## src/rtl/intr_idx_pkg.sv

```systemverilog
package intr_idx_pkg;
    localparam int ADDR_W = 3;

    typedef enum logic [ADDR_W-1:0] {
        A_INDEX  = 3'd0,
        A_MASK   = 3'd1,
        A_RAW    = 3'd2,
        A_MASKED = 3'd3,
        A_SET    = 3'd4,
        A_CLR    = 3'd5
    } reg_addr_e;

    typedef enum logic {
        PORT_IDLE = 1'b0,
        PORT_RESP = 1'b1
    } port_state_e;
endpackage

```

## src/rtl/intr_prio_enc.sv

```systemverilog
module intr_prio_enc #(
    parameter int N  = 9,
    parameter int IW = 4
) (
    input  logic [N-1:0]  vec_i,
    output logic [IW-1:0] idx_o
);
    // Scan from the top down so the lowest set bit is written last and wins.
    always_comb begin
        idx_o = '0;
        for (int i = N - 1; i >= 0; i--) begin
            if (vec_i[i]) idx_o = IW'(i + 1);
        end
    end
endmodule

```

## src/rtl/intr_flag_bank.sv

```systemverilog
module intr_flag_bank #(
    parameter int N = 9
) (
    input  logic         clk,
    input  logic         rst_n,
    input  logic [N-1:0] hw_set_i,
    input  logic [N-1:0] sw_set_i,
    input  logic [N-1:0] sw_clr_i,
    input  logic [N-1:0] ack_clr_i,
    output logic [N-1:0] flags_o
);
    for (genvar g = 0; g < N; g++) begin : g_flag
        // A set in the same cycle as a clear takes precedence.
        always_ff @(posedge clk or negedge rst_n) begin
            if (!rst_n) begin
                flags_o[g] <= 1'b0;
            end else if (hw_set_i[g] || sw_set_i[g]) begin
                flags_o[g] <= 1'b1;
            end else if (sw_clr_i[g] || ack_clr_i[g]) begin
                flags_o[g] <= 1'b0;
            end
        end
    end
endmodule

```

## src/rtl/intr_regport.sv

```systemverilog
module intr_regport
    import intr_idx_pkg::*;
#(
    parameter int N  = 9,
    parameter int IW = 4
) (
    input  logic              clk,
    input  logic              rst_n,
    input  logic              req_i,
    input  logic              wr_i,
    input  logic [ADDR_W-1:0] addr_i,
    input  logic [N-1:0]      wdata_i,
    input  logic              dbg_i,
    input  logic [N-1:0]      raw_i,
    input  logic [N-1:0]      masked_i,
    input  logic [IW-1:0]     idx_i,
    output logic [N-1:0]      mask_o,
    output logic [N-1:0]      sw_set_o,
    output logic [N-1:0]      sw_clr_o,
    output logic [N-1:0]      ack_clr_o,
    output logic [N-1:0]      rdata_o,
    output logic              rvalid_o
);
    port_state_e state_q, state_d;
    logic        rd_req, wr_req;
    reg_addr_e   sel;
    logic [N-1:0] rd_mux;
    logic [N-1:0] lowest;

    assign rd_req = req_i && !wr_i;
    assign wr_req = req_i && wr_i;
    assign sel    = reg_addr_e'(addr_i);
    // Isolate the lowest set masked bit: that is the event being acknowledged.
    assign lowest = masked_i & (~masked_i + N'(1));

    always_comb begin
        state_d = state_q;
        unique case (state_q)
            PORT_IDLE: if (rd_req)  state_d = PORT_RESP;
            PORT_RESP: if (!rd_req) state_d = PORT_IDLE;
            default:                state_d = PORT_IDLE;
        endcase
    end

    always_ff @(posedge clk or negedge rst_n) begin
        if (!rst_n) state_q <= PORT_IDLE;
        else        state_q <= state_d;
    end

    always_comb begin
        unique case (sel)
            A_INDEX:  rd_mux = N'(idx_i);
            A_MASK:   rd_mux = mask_o;
            A_RAW:    rd_mux = raw_i;
            A_MASKED: rd_mux = masked_i;
            default:  rd_mux = '0;
        endcase
    end

    always_ff @(posedge clk or negedge rst_n) begin
        if (!rst_n) begin
            rdata_o <= '0;
            mask_o  <= '0;
        end else begin
            if (rd_req) rdata_o <= rd_mux;
            if (wr_req && sel == A_MASK) mask_o <= wdata_i;
        end
    end

    always_comb begin
        rvalid_o  = (state_q == PORT_RESP);
        sw_set_o  = (wr_req && sel == A_SET) ? wdata_i : '0;
        sw_clr_o  = (wr_req && sel == A_CLR) ? wdata_i : '0;
        ack_clr_o = (rd_req && sel == A_INDEX && !dbg_i) ? lowest : '0;
    end
endmodule

```

## src/rtl/intr_index_ctrl.sv

```systemverilog
module intr_index_ctrl
    import intr_idx_pkg::*;
#(
    parameter int NUM_SRC = 9
) (
    input  logic               clk,
    input  logic               rst_n,
    input  logic [NUM_SRC-1:0] evt_i,
    input  logic               req_i,
    input  logic               wr_i,
    input  logic [ADDR_W-1:0]  addr_i,
    input  logic [NUM_SRC-1:0] wdata_i,
    input  logic               dbg_i,
    output logic [NUM_SRC-1:0] rdata_o,
    output logic               rvalid_o,
    output logic               irq_o
);
    localparam int IDX_W = $clog2(NUM_SRC + 1);

    logic [NUM_SRC-1:0] raw_q, mask_q, masked;
    logic [NUM_SRC-1:0] sw_set, sw_clr, ack_clr;
    logic [IDX_W-1:0]   idx;

    assign masked = raw_q & mask_q;
    assign irq_o  = |masked;

    intr_flag_bank #(.N(NUM_SRC)) u_flags (
        .clk       (clk),
        .rst_n     (rst_n),
        .hw_set_i  (evt_i),
        .sw_set_i  (sw_set),
        .sw_clr_i  (sw_clr),
        .ack_clr_i (ack_clr),
        .flags_o   (raw_q)
    );

    intr_prio_enc #(.N(NUM_SRC), .IW(IDX_W)) u_enc (
        .vec_i (masked),
        .idx_o (idx)
    );

    intr_regport #(.N(NUM_SRC), .IW(IDX_W)) u_port (
        .clk       (clk),
        .rst_n     (rst_n),
        .req_i     (req_i),
        .wr_i      (wr_i),
        .addr_i    (addr_i),
        .wdata_i   (wdata_i),
        .dbg_i     (dbg_i),
        .raw_i     (raw_q),
        .masked_i  (masked),
        .idx_i     (idx),
        .mask_o    (mask_q),
        .sw_set_o  (sw_set),
        .sw_clr_o  (sw_clr),
        .ack_clr_o (ack_clr),
        .rdata_o   (rdata_o),
        .rvalid_o  (rvalid_o)
    );
endmodule

```

## config.mk

```make
export PLATFORM = sky130hd
export DESIGN_NAME = intr_index_ctrl
export DESIGN_NICKNAME = d
export VERILOG_FILES = /design/src/rtl/intr_idx_pkg.sv /design/src/rtl/intr_prio_enc.sv /design/src/rtl/intr_flag_bank.sv /design/src/rtl/intr_regport.sv /design/src/rtl/intr_index_ctrl.sv
export SDC_FILE = /design/constraint.sdc
export NUM_CORES = 1
export LEC_CHECK = 0
export ABC_AREA = 1
export ABC_CLOCK_PERIOD_IN_PS = 3200
export BUFFER_PORTS_ARGS = -buffer_cell sky130_fd_sc_hd__buf_2
export CAP_MARGIN = 15
export CORE_MARGIN = 1
export CORE_UTILIZATION = 30
export CTS_CLUSTER_DIAMETER = 150
export DETAILED_ROUTE_END_ITERATION = 10
export GPL_ROUTABILITY_DRIVEN = 0
export PLACE_DENSITY = 0.57
export SLEW_MARGIN = 10
export SYNTH_ARGS = -nofsm -noshare
export SYNTH_HDL_FRONTEND = slang
export SYNTH_SLANG_ARGS = --single-unit
```

## constraint.sdc

```tcl
create_clock -name clk -period 3.2 [get_ports clk]
set_input_delay 0.32 -clock clk [delete_from_list [all_inputs] [get_ports clk]]
set_output_delay 0.32 -clock clk [all_outputs]
set_load 0.03 [all_outputs]
```

# --- Word level (Yosys, flattened, before mapping) ---
# Index checks and enable logic that the tools add are counted.
totals:
  out_inout_bits: 11
  wordCells: 91
  latch_bits: 0
  regBits: 28
  mem_bits_ro: 0
  n_memories: 0
  mem_bits_rw: 0
op_classes:
  reduce_logical: 38
  div: 0
  order_cmp: 0
  bitwise_logic: 3
  eq_ne: 5
  n_mux: 32
  n_mul: 0
  n_addsub: 1
  shift: 0
op_table:
  columns: ["operator", "n"]
  rows:
  - ["$mux W4", 9]
  - ["$pmux W9 S4", 1]
  - ["$mux W9", 3]
  - ["$mux W1", 19]
  - ["$and A9 B9 Y9", 2]
  - ["$logic_or A1 B1 Y1", 18]
  - ["$reduce_bool A2 Y1", 9]
  - ["$add A9 B1 Y9 const B", 1]
  - ["$not A9 Y9", 1]
  - ["$reduce_or A9 Y1", 1]
  - ["$logic_and A1 B1 Y1", 7]
  - ["$eq A3 B2 Y1 const B", 2]
  - ["$eq A3 B3 Y1 const B", 2]
  - ["$eq A3 B1 Y1 const B", 1]
  - ["$logic_not A3 Y1", 1]
  - ["$logic_not A1 Y1", 2]

# --- Depth between registers and ports, before layout ---
# Gate-level depths: netlist (run 1).
depth:
  word_depth: 11
  ltp_mapped: 10
  depth_no_buf: 10

# --- Hierarchy ---
# From an unflattened synthesis (run 1), not the netlist that was laid out.
hier_totals:
  hier_cells: 290
  area_unflattened_um2: 1840.5
by_module_without_submodules:
  columns: ["module", "seq_area_each_um2", "cells_each", "instances", "area_each_um2"]
  rows:
  - ["intr_regport", 475.5, 194, 1, 1273.7]
  - ["intr_flag_bank", 225.2, 46, 1, 365.4]
  - ["intr_prio_enc", 0.0, 24, 1, 102.6]
  - ["intr_index_ctrl", 0.0, 26, 1, 98.8]

# --- Worst setup path before layout (run 1) ---
# Ideal clock, no wire load.
synth_path:
  path_type: "register -> output"
  from: "register u_port.mask_o[3]"
  to: "output irq_o"
  n_path_buf: 0
  path_stages_with_launch: 5
  path_slack_ns: 1.808
  arrival_time_ns: 1.072
  cell_sequence: "dfrtp_1 nand2_1 nand2_1 nor2_1 nand3_1"
synth_between:
  elab_chain_cells: 2
synth_lines:
  columns: ["element", "line", "text"]
  rows:
  - ["from (decl)", "intr_regport.sv:17", "output logic [N-1:0] mask_o,"]
  - ["from (signal assigned)", "intr_regport.sv:66", "if (wr_req && sel == A_MASK) mask_o <= wdata_i;"]
  - ["$and A9 B9 Y9", "intr_index_ctrl.sv:24", "assign masked = raw_q & mask_q;"]
  - ["$reduce_or A9 Y1", "intr_index_ctrl.sv:25", "assign irq_o = |masked;"]
  - ["to (decl)", "intr_index_ctrl.sv:16", "output logic irq_o"]
# No other way between the ends.

# --- Final worst setup path (run 1) ---
layout_path:
  from: "register u_flags.flags_o[3]"
  to: "output irq_o"
layout_between:
  elab_chain_cells: 2
layout_lines:
  columns: ["element", "line", "text"]
  rows:
  - ["from (decl)", "intr_flag_bank.sv:10", "output logic [N-1:0] flags_o"]
  - ["from (signal, indexed assignment)", "intr_flag_bank.sv:16", "flags_o[g] <= 1'b0;"]
  - ["from (signal, indexed assignment)", "intr_flag_bank.sv:18", "flags_o[g] <= 1'b1;"]
  - ["from (signal, indexed assignment)", "intr_flag_bank.sv:20", "flags_o[g] <= 1'b0;"]
  - ["$and A9 B9 Y9", "intr_index_ctrl.sv:24", null]
  - ["$reduce_or A9 Y1", "intr_index_ctrl.sv:25", null]
# No other way between the ends.

==> summary.md, run 1 <==
| Metric | Value |
|---|---|
| Post-route ant nets | `0` |
| Area Growth Syn to Fin | `19.8%` |
| Synth async-reset ratio | `100%` |
| Status | `finished, final reports clean` |
| Cell Chain, Critical Path | `nand2_1 -> nand2_1 -> nor2_1 -> nand3_1 -> buf_2` |
| Top FF cell, synth | `dfrtp_1` |
| Crit-path max FO | `5` |
| Overflow after GRT | `0` |
| Design Area, Final | `0.00196 mm²` |
| P_sw | `0.000308 W` |
| Most frequent CP cell | `nand2_1` |
| # nets final | `272` |
| CP max stage delay | `430 ps` |
| Synth top area cells | `dfrtp_1, nand2_1, inv_1` |
| Core Rows | `26` |
| Core area | `0.00517 mm²` |
| WP buf/inv | `1` |
| First-pass iteration count of the detailed router | `4` |
| Power share of the combinational group | `25.9%` |
| Clk buf depth | `2` |
| Critical path capture point type | `primary output` |
| Layout Cells excl Fill | `315` |
| Clock Skews | `8.25 ps` |
| DRC | `0` |
| FILL cells | `558` |
| Avg Cell Area, Syn | `7.92 µm²` |
| Largest net degree at the start of global routing | `29` |
| Post-synth top area cell | `dfrtp_1` |
| Post-synthesis instance total | `207` |
| Worst skew pair latency | `280 ps` |
| CTS clk-pin slew, worst paths | `100 ps` |
| Number of inserted diodes | `0` |
| Power per standard cell area | `484 mW/mm²` |
| Final setup violation count | `0` |
| Register area | `701 µm²` |
| DR vias | `1477` |
| Iter 0 DRT Violations | `83` |
| Initial antenna violation count | `0` |
| Tot GR Track Use | `14.3%` |
| Clock Sinks | `28` |
| Synth warnings | `0` |
| Fin worst setup slack | `1320 ps` |
| FF+latch count, synth | `28` |
| Root Driver | `clkbuf_8` |
| Max-Cap Viols | `0` |
| Slew Viols, Final | `0` |
| Vias in the first global route | `1406` |
| Total Wirelength | `3980 µm` |
| Final period util | `58.9%` |
| Synth cell count leaders | `nand2_1, dfrtp_1, inv_1` |
| CTS Buf Count | `3` |
| Drt via density | `4.69` |
| Clock share of power | `29.3%` |
| Maximum vdd drop | `0.206 mV` |
| Count leader, synth | `nand2_1` |
| Slowest-stage cell, CP | `dfrtp_1` |
| H-tree depth | `1` |
| Synthesized area | `0.00164 mm²` |
| Worst path arrival time | `1560 ps` |
| Area occupied by multi-input gates | `812 µm²` |
| CTS-repair resized insts | `0` |
| DIE AREA | `0.00576 mm²` |
| Startpoint types | `flip-flop` |
| Die Y | `75.9 µm` |
| Pint | `0.000641 W` |
| First-pass GRT wire length | `6670 µm` |
| Area of placed instances | `0.00189 mm²` |
| Final Hold Viols | `0` |
| Post-Syn Nets | `233` |
| Kind of critical path | `reg -> out` |
| CP delay by family, top | `simple AND/OR/NAND/NOR gates` |
| Clock tree from TritonCTS | `done` |
| Post-CTS Setup Inserts | `0` |
| Synth unique cells | `26` |
| IO Port Bufs | `36` |
| F_max | `531 MHz` |
| Unrepaired setup endpoints after global routing | `false` |
| Tmin final | `1880 ps` |
| Util after Layout | `38.0%` |
| Share of cells above drive strength 1 | `24.5%` |
| Die width | `75.9 µm` |
| Post-Place Cells | `311` |
| Ports | `37` |
| Setup TNS | `0 ps` |
| Pre-CTS WS | `1590 ps` |
| Initial Utilization | `31.7%` |
| Max transition margin | `58.2%` |
| Register area share after synthesis | `42.7%` |
| Post-DP HPWL | `3140 µm` |
| Routed WL per cell | `12.6 µm` |
| CTS Hold Bufs | `0` |
| Hold/Removal Path Class | `in -> async` |
| Switching share of power | `32.5%` |
| Top cell type's share of synthesized area | `42.7%` |
| Worst Path Required | `2880 ps` |
| Sequential share of power | `44.8%` |
| Post-synth EDFFs | `0` |
| Static Leak | `0.983 nW` |
| Worst-Margin Slew | `626 ps` |
## layout by cell type, fill, tap and decap left out, types with 2 or more instances in the layout
cell,instances
o21ai_2,9
nand3_1,12
o21ai_0,12
clkbuf_8,3
o21bai_1,9
nand4_1,2
o221ai_1,2
nand2_1,59
dfrtp_1,28
nor2_1,11
a21oi_1,4
o211ai_1,12
buf_2,36
nor2_4,3
a22oi_1,6
inv_1,25
inv_2,2
## cell type report
class                      count  share of cell area, %
multi-input combinational    148                   41.4
sequential                    28                   35.7
timing repair buffer          36                   9.18
inverter                      29                   5.67
tap                           70                   4.46
clock buffer                   3                   2.10
clock inverter                 1                   1.53
## power groups by stage
stage / clock [W] / combinational, W / sequential, W
3_5_place_dp: 0 / 0.000247 / 0.000433
2_1_floorplan: 0 / 0.000153 / 0.000448
5_1_grt: 0.000292 / 0.000278 / 0.000432
4_1_cts: 0.000285 / 0.000247 / 0.000426
6_report: 0.000278 / 0.000246 / 0.000426
3_3_place_gp: 0 / 0.000245 / 0.000434
## worst paths after layout
| check | cells past startpoint | to | from | slack (ps) |
|---|---|---|---|---|
| worst min register to register | 2 | u_port.rdata_o[0]$_DFFE_PN0P_ | u_port.rdata_o[0]$_DFFE_PN0P_ | 490 |
| worst max-delay path | 5 | irq_o | u_flags.flags_o[3]$_DFFE_PN0P_ | 1320 |
| min in group clk | 3 | u_flags.flags_o[8]$_DFFE_PN0P_ | evt_i[8] | 240 |
| worst max register to register | 7 | u_port.rdata_o[3]$_DFFE_PN0P_ | u_flags.flags_o[3]$_DFFE_PN0P_ | 1770 |
| max in group asynchronous | 1 | u_flags.flags_o[2]$_DFFE_PN0P_ | rst_n | 2740 |
| worst min-delay path | 1 | u_port.rdata_o[1]$_DFFE_PN0P_ | rst_n | 50 |
## sequential cells by signal, indices dropped and copies added, names as in the netlist
signal           count
u_port.rdata_o       9
u_flags.flags_o      9
u_port.rvalid_o      1
u_port.mask_o        9
## layer usage
layer | GRT usage (%) | vias up | wire (µm)
li1 | - | 771 | -
met1 | 21.0 | 660 | 2120
met2 | 21.5 | 42 | 1660
met3 | 3.37 | 4 | 171
met4 | 2.50 | 0 | 31
met5 | 0 | - | 0
## metrics by stage
| step | power, W | hold slack, ps |
|---|---|---|
| floorplan | 0.000601 | 24.4 |
| global placement | 0.000678 | 373 |
| detailed placement | 0.000679 | 374 |
| CTS | 0.000958 | 65.8 |
| global route | 0.00100 | 87.6 |
| finish | 0.000950 | 47.8 |
## kinds of logic after synthesis
family                 Yosys count  synth area share (%)
AO/OA/AOI/OAI                   55                  23.4
buffers and inverters           31                  7.71
flip-flops                      28                  42.7
AND/OR/NAND/NOR                 93                  26.1
(Power assumes the default switching activity.)
==> run 2: changes to the inputs <==
--- a/config.mk
+++ b/config.mk
@@ -6,7 +6,7 @@
 export NUM_CORES = 1
 export LEC_CHECK = 0
 export ABC_AREA = 1
-export ABC_CLOCK_PERIOD_IN_PS = 3200
+export ABC_CLOCK_PERIOD_IN_PS = 1800
 export BUFFER_PORTS_ARGS = -buffer_cell sky130_fd_sc_hd__buf_2
 export CAP_MARGIN = 15
 export CORE_MARGIN = 1
==> constraint.sdc (replaced) <==
create_clock -name clk -period 1.8 [get_ports clk]
set_input_delay 0.18 -clock clk [delete_from_list [all_inputs] [get_ports clk]]
set_output_delay 0.18 -clock clk [all_outputs]
set_load 0.03 [all_outputs]
==> summary.md, run 2 (same netlist as run 1, synthesis figures left out) <==
| Metric | Value |
|---|---|
| Status | `finished, final reports clean` |
| Final setup violation count | `0` |
| Startpoint types | `flip-flop` |
| Top flop regs | `u_flags.flags_o x9, u_port.mask_o x9, u_port.rdata_o x9` |
| Post-route ant nets | `0` |
| Initial antenna violation count | `0` |
| Worst skew pair latency | `270 ps` |
| Hold/Removal Path Class | `in -> reg` |
| Worst-Margin Slew | `625 ps` |
| Maximum vdd drop | `0.382 mV` |
| Drt via density | `4.70` |
| Setup TNS | `0 ps` |
| F_max | `603 MHz` |
| Tot GR Track Use | `14.7%` |
| Ports | `37` |
| Reg2Reg Depth | `7` |
| Critical path capture point type | `primary output` |
| Overflow after GRT | `0` |
| Clock tree from TritonCTS | `done` |
| Largest net degree at the start of global routing | `29` |
| H-tree depth | `1` |
| Iter 0 DRT Violations | `103` |
| Area Growth Syn to Fin | `20.5%` |
| Crit-path max FO | `5` |
| Die Y | `75.9 µm` |
| Die width | `75.9 µm` |
| Final Hold Viols | `0` |
| Root Driver | `clkbuf_8` |
| Vias in the first global route | `1425` |
| Share of cells above drive strength 1 | `24.8%` |
| Most frequent cells in the layout | `nand2_1, buf_2, dfrtp_1, inv_1` |
| Tmin final | `1660 ps` |
| Post-CTS Setup Inserts | `0` |
| Final period util | `92.1%` |
| First-pass GRT wire length | `6840 µm` |
| # nets final | `273` |
| Total Wirelength | `4010 µm` |
| Unrepaired setup endpoints after global routing | `false` |
| Routed WL per cell | `12.7 µm` |
| Power Total | `0.00169 W` |
| Initial Utilization | `31.7%` |
| CTS clk-pin slew, worst paths | `90 ps` |
| Clk buf depth | `2` |
| WHS Path Cells | `3` |
| First-pass iteration count of the detailed router | `4` |
| Kind of critical path | `reg -> out` |
| DIE AREA | `0.00576 mm²` |
| FILL cells | `560` |
| Core Rows | `26` |
| CTS Buf Count | `3` |
| DR vias | `1484` |
| Clock Sinks | `28` |
| Worst Path Required | `1620 ps` |
| Static Leak | `0.987 nW` |
| Clock Skews | `3.73 ps` |
| Slew Viols, Final | `0` |
| Core area | `0.00517 mm²` |
| Power per standard cell area | `856 mW/mm²` |
| IO Port Bufs | `36` |
| Max-Cap Viols | `0` |
| Post-DP HPWL | `3100 µm` |
| DRC | `0` |
| Commonest non-fill, non-tap cell in the layout | `nand2_1` |
| Worst path arrival time | `1480 ps` |
| Max transition margin | `58.4%` |
| Number of inserted diodes | `0` |
## run 2: final timing paths
kind / from / end / slack, ps
worst max-delay path: u_flags.flags_o[3]$_DFFE_PN0P_ / irq_o / 140
max in group asynchronous: rst_n / u_port.mask_o[6]$_DFFE_PN0P_ / 950
min in group asynchronous: rst_n / u_port.rvalid_o$_DFF_PN0_ / 440
worst max register to register: u_flags.flags_o[3]$_DFFE_PN0P_ / u_port.rdata_o[3]$_DFFE_PN0P_ / 440
worst min register to register: u_port.rdata_o[2]$_DFFE_PN0P_ / u_port.rdata_o[2]$_DFFE_PN0P_ / 480
worst min-delay path: evt_i[0] / u_flags.flags_o[0]$_DFFE_PN0P_ / 100
## run 2: per-layer routing
metal	up-vias	wire length (µm)	global-route usage [%]
met3	2	231	3.25
met1	658	2040	21.6
met2	49	1720	22.1
met4	0	21	2.69
met5	-	0	0
li1	775	-	-
## run 2: power breakdown
part / total, W / internal (W) / leakage, nW / switching (W)
registers: 0.000758 / 0.000694 / 0.328 / 0.0000637
logic: 0.000442 / 0.000151 / 0.623 / 0.000291
clock network: 0.000491 / 0.000298 / 0.0357 / 0.000193
## run 2: critical path, stage by stage (launching register included)
cell	delay [ps]
dfrtp_1	430
nand2_1	160
nand2_1	120
nor2_2	190
nand3_1	120
buf_2	190
## run 2: area by class of cell
cell class / count / area [µm²] / share of cell area, %
Timing Repair Buffer: 37 / 190 / 9.63
Tap cell: 70 / 87.6 / 4.43
Sequential cell: 28 / 701 / 35.5
Clock inverter: 1 / 30.0 / 1.52
Clock buffer: 3 / 41.3 / 2.09
Multi-Input combinational cell: 148 / 815 / 41.2
Inverter: 29 / 111 / 5.64
## run 2: what timing repair did
item                       in CTS  in global routing
hold endpoints to repair       28                  0
gates resized for setup         0                  1
setup endpoints to repair       0                  1
hold buffers                    1                  0
## run 2: per-stage QoR
stage	setup WS (ps)	utilization [%]	hold slack (ps)	cells	instance area [µm²]
3_3_place_gp	349	36.6	233	311	1890
2_1_floorplan	548	-	-116	207	1640
3_5_place_dp	337	36.6	238	311	1890
6_report	143	38.2	104	316	1980
5_1_grt	10.9	38.2	101	316	1980
4_1_cts	66.3	38.1	97.7	316	1970
==> run 3: changes to the inputs <==
--- a/config.mk
+++ b/config.mk
@@ -5,17 +5,17 @@
 export SDC_FILE = /design/constraint.sdc
 export NUM_CORES = 1
 export LEC_CHECK = 0
-export ABC_AREA = 1
 export ABC_CLOCK_PERIOD_IN_PS = 1800
 export BUFFER_PORTS_ARGS = -buffer_cell sky130_fd_sc_hd__buf_2
 export CAP_MARGIN = 15
+export CORE_ASPECT_RATIO = 1.1
 export CORE_MARGIN = 1
 export CORE_UTILIZATION = 30
 export CTS_CLUSTER_DIAMETER = 150
 export DETAILED_ROUTE_END_ITERATION = 10
 export GPL_ROUTABILITY_DRIVEN = 0
-export PLACE_DENSITY = 0.57
-export SLEW_MARGIN = 10
+export PLACE_DENSITY = 0.58
+export SLEW_MARGIN = 20
 export SYNTH_ARGS = -nofsm -noshare
 export SYNTH_HDL_FRONTEND = slang
 export SYNTH_SLANG_ARGS = --single-unit
==> summary.md, run 3 <==
| Metric | Value |
|---|---|
| Status | `finished, final reports clean` |
| Worst-Margin Slew | `623 ps` |
| Startpoint types | `flip-flop` |
| Hold path endpoint | `u_flags.flags_o[3]$_DFFE_PN0P_` |
| Core Rows | `25` |
| Post-DP HPWL | `2870 µm` |
| Register area | `701 µm²` |
| Total Wirelength | `3710 µm` |
| Grt met1 use | `23.6%` |
| Share of cells above drive strength 1 | `37.1%` |
| Clock tree from TritonCTS | `done` |
| Hold/Removal Path Class | `in -> reg` |
| Synth unique cells | `36` |
| Initial antenna violation count | `0` |
| Die Y | `74.2 µm` |
| Top cell type's share of synthesized area | `49.3%` |
| Worst path arrival time | `1610 ps` |
| DR vias | `1305` |
| Layout Cells excl Fill | `240` |
| Maximum vdd drop | `0.346 mV` |
| Largest net degree at the start of global routing | `29` |
| Met2 GRT Util | `25.5%` |
| Vias in the first global route | `1270` |
| Util after Layout | `41.8%` |
| Worst r2r src | `u_port.mask_o[1]$_DFFE_PN0P_` |
| Top flop regs | `u_flags.flags_o x9, u_port.mask_o x9, u_port.rdata_o x9` |
| Synth top area cells | `dfrtp_1, mux2_2, a221o_1` |
| Crit-path max FO | `4` |
| Reg2Reg Depth | `5` |
| Post-route ant nets | `0` |
| Synth async-reset ratio | `100%` |
| Tot GR Track Use | `16.4%` |
| Root Driver | `clkbuf_8` |
| # nets final | `213` |
| Tmin final | `1790 ps` |
| CP max stage delay | `390 ps` |
| Met3 Usage GRT | `2.61%` |
| Iter 0 DRT Violations | `115` |
| Synthesized area | `0.00142 mm²` |
| Count leader, synth | `dfrtp_1` |
| Clk buf depth | `2` |
| F_max | `560 MHz` |
| Unrepaired setup endpoints after global routing | `true` |
| Post-synth EDFFs | `0` |
| Top FF cell, synth | `dfrtp_1` |
| CTS Buf Count | `3` |
| DIE AREA | `0.00502 mm²` |
| Final period util | `99.2%` |
| Slowest-stage cell, CP | `dfrtp_1` |
| FF+latch count, synth | `28` |
| Clock Skews | `4.08 ps` |
| Post-synthesis instance total | `134` |
| FF-to-FF setup slack | `160 ps` |
| Slew Viols, Final | `0` |
| Critical path capture point type | `primary output` |
| Worst skew pair latency | `270 ps` |
| Number of inserted diodes | `0` |
| Hold_sp | `evt_i[3]` |
| First-pass iteration count of the detailed router | `4` |
| WHS Path Cells | `2` |
| Power per standard cell area | `876 mW/mm²` |
| Overflow after GRT | `0` |
| CTS clk-pin slew, worst paths | `90 ps` |
| Most frequent cells in the layout | `buf_2, dfrtp_1, nand2_1, buf_4` |
| Post-Syn Nets | `160` |
| Worst hold margin | `91.0 ps` |
| Routed WL per cell | `15.5 µm` |
| Power Total | `0.00161 W` |
| Drt via density | `5.44` |
| IO Port Bufs | `36` |
| Commonest non-fill, non-tap cell in the layout | `buf_2` |
| Cell Chain, Critical Path | `a222oi_1 -> buf_4 -> and4_4 -> nand2_2 -> buf_6` |
| Kind of critical path | `reg -> out` |
| Reg2reg end | `u_flags.flags_o[8]$_DFFE_PN0P_` |
| Max transition margin | `58.5%` |
| GRT busiest layer | `met2` |
| Final Hold Viols | `0` |
| Area occupied by multi-input gates | `691 µm²` |
| Initial Utilization | `32.2%` |
| DRC | `0` |
| First-pass GRT wire length | `6170 µm` |
| Core area | `0.00441 mm²` |
| Final setup violation count | `0` |
| Area Growth Syn to Fin | `29.6%` |
| Post-Place Cells | `233` |
| Register area share after synthesis | `49.3%` |
| FILL cells | `441` |
| Max-Cap Viols | `0` |
| Synth cell count leaders | `dfrtp_1, nand2_1, a221o_1, mux2_2` |
| Ports | `37` |
| Worst Path Required | `1620 ps` |
| Post-synth top area cell | `dfrtp_1` |
| Synth warnings | `0` |
| H-tree depth | `1` |
| Clock Sinks | `28` |
| Static Leak | `0.822 nW` |
| Avg Cell Area, Syn | `10.6 µm²` |
| Die width | `67.6 µm` |
run 3: layout make-up:
class / instances / share of cell area (%)
Sequential cell: 28 / 38.0
Timing Repair Buffer: 52 / 16.8
Multi-Input combinational cell: 97 / 37.5
Inverter: 5 / 1.02
Clock buffer: 4 / 2.99
Tap cell: 54 / 3.67
run 3: cells by family (layout without fill, tap and decap cells):
group	Yosys count	count (layout)	synth area share, %
flip-flops	28	28	49.3
AND/OR/NAND/NOR	43	43	15.1
multiplexers	9	9	7.13
AO/OA/AOI/OAI	45	45	26.1
buffers and inverters	9	61	2.46
run 3: worst max-delay path: cells and delay by family, from the launching register on:
family,cells,cell delay (ps)
simple gates,2,300
buf+inv,2,320
flops,1,390
compound gates,1,340
run 3: worst max path at each step:
stage | startpoint | endpoint | slack, ps | depth (start not counted)
6_report | u_port.mask_o[1]$_DFFE_PN0P_ | irq_o | 10 | 5
5_1_grt | u_port.mask_o[1]$_DFFE_PN0P_ | irq_o | -50 | 5
4_1_cts | u_flags.flags_o[1]$_DFFE_PN0P_ | irq_o | 0.8 | 5
3_5_place_dp | u_port.mask_o[1]$_DFFE_PN0P_ | u_flags.flags_o[7]$_DFFE_PN0P_ | 120 | 4
3_3_place_gp | u_port.mask_o[1]$_DFFE_PN0P_ | u_flags.flags_o[8]$_DFFE_PN0P_ | 140 | 4
2_1_floorplan | u_port.mask_o[1]$_DFFE_PN0P_ | u_flags.flags_o[7]$_DFFE_PN0P_ | 80 | 4
run 3: timing repair:
action,in CTS,in global routing
hold buffers,1,0
setup endpoints to repair,1,1
endpoints found under the hold margin,28,0
setup buffers,1,1
gates resized for setup,3,1
pin swaps,2,1
run 3: through the flow:
step	setup TNS (ps)	setup WS, ps	instance area (µm²)
after floorplan	0	77.8	1420
after global placement	0	136	1750
after detailed placement	0	119	1750
after CTS	0	0.784	1830
after global routing	-52.0	-52.0	1840
final	0	14.9	1840
run 3: per-layer routing:
layer	vias up	wire length, µm
li1	635	-
met1	616	1760
met2	52	1690
met3	2	251
met4	0	17
met5	-	0
run 3: report_power, final:
group / internal (W) / total (W) / switching (W) / leakage (nW)
clock: 0.000196 / 0.000383 / 0.000187 / 0.0288
combinational: 0.000205 / 0.000465 / 0.000260 / 0.472
sequential: 0.000707 / 0.000765 / 0.0000584 / 0.321
total: 0.00111 / 0.00161 / 0.000505 / 0.822
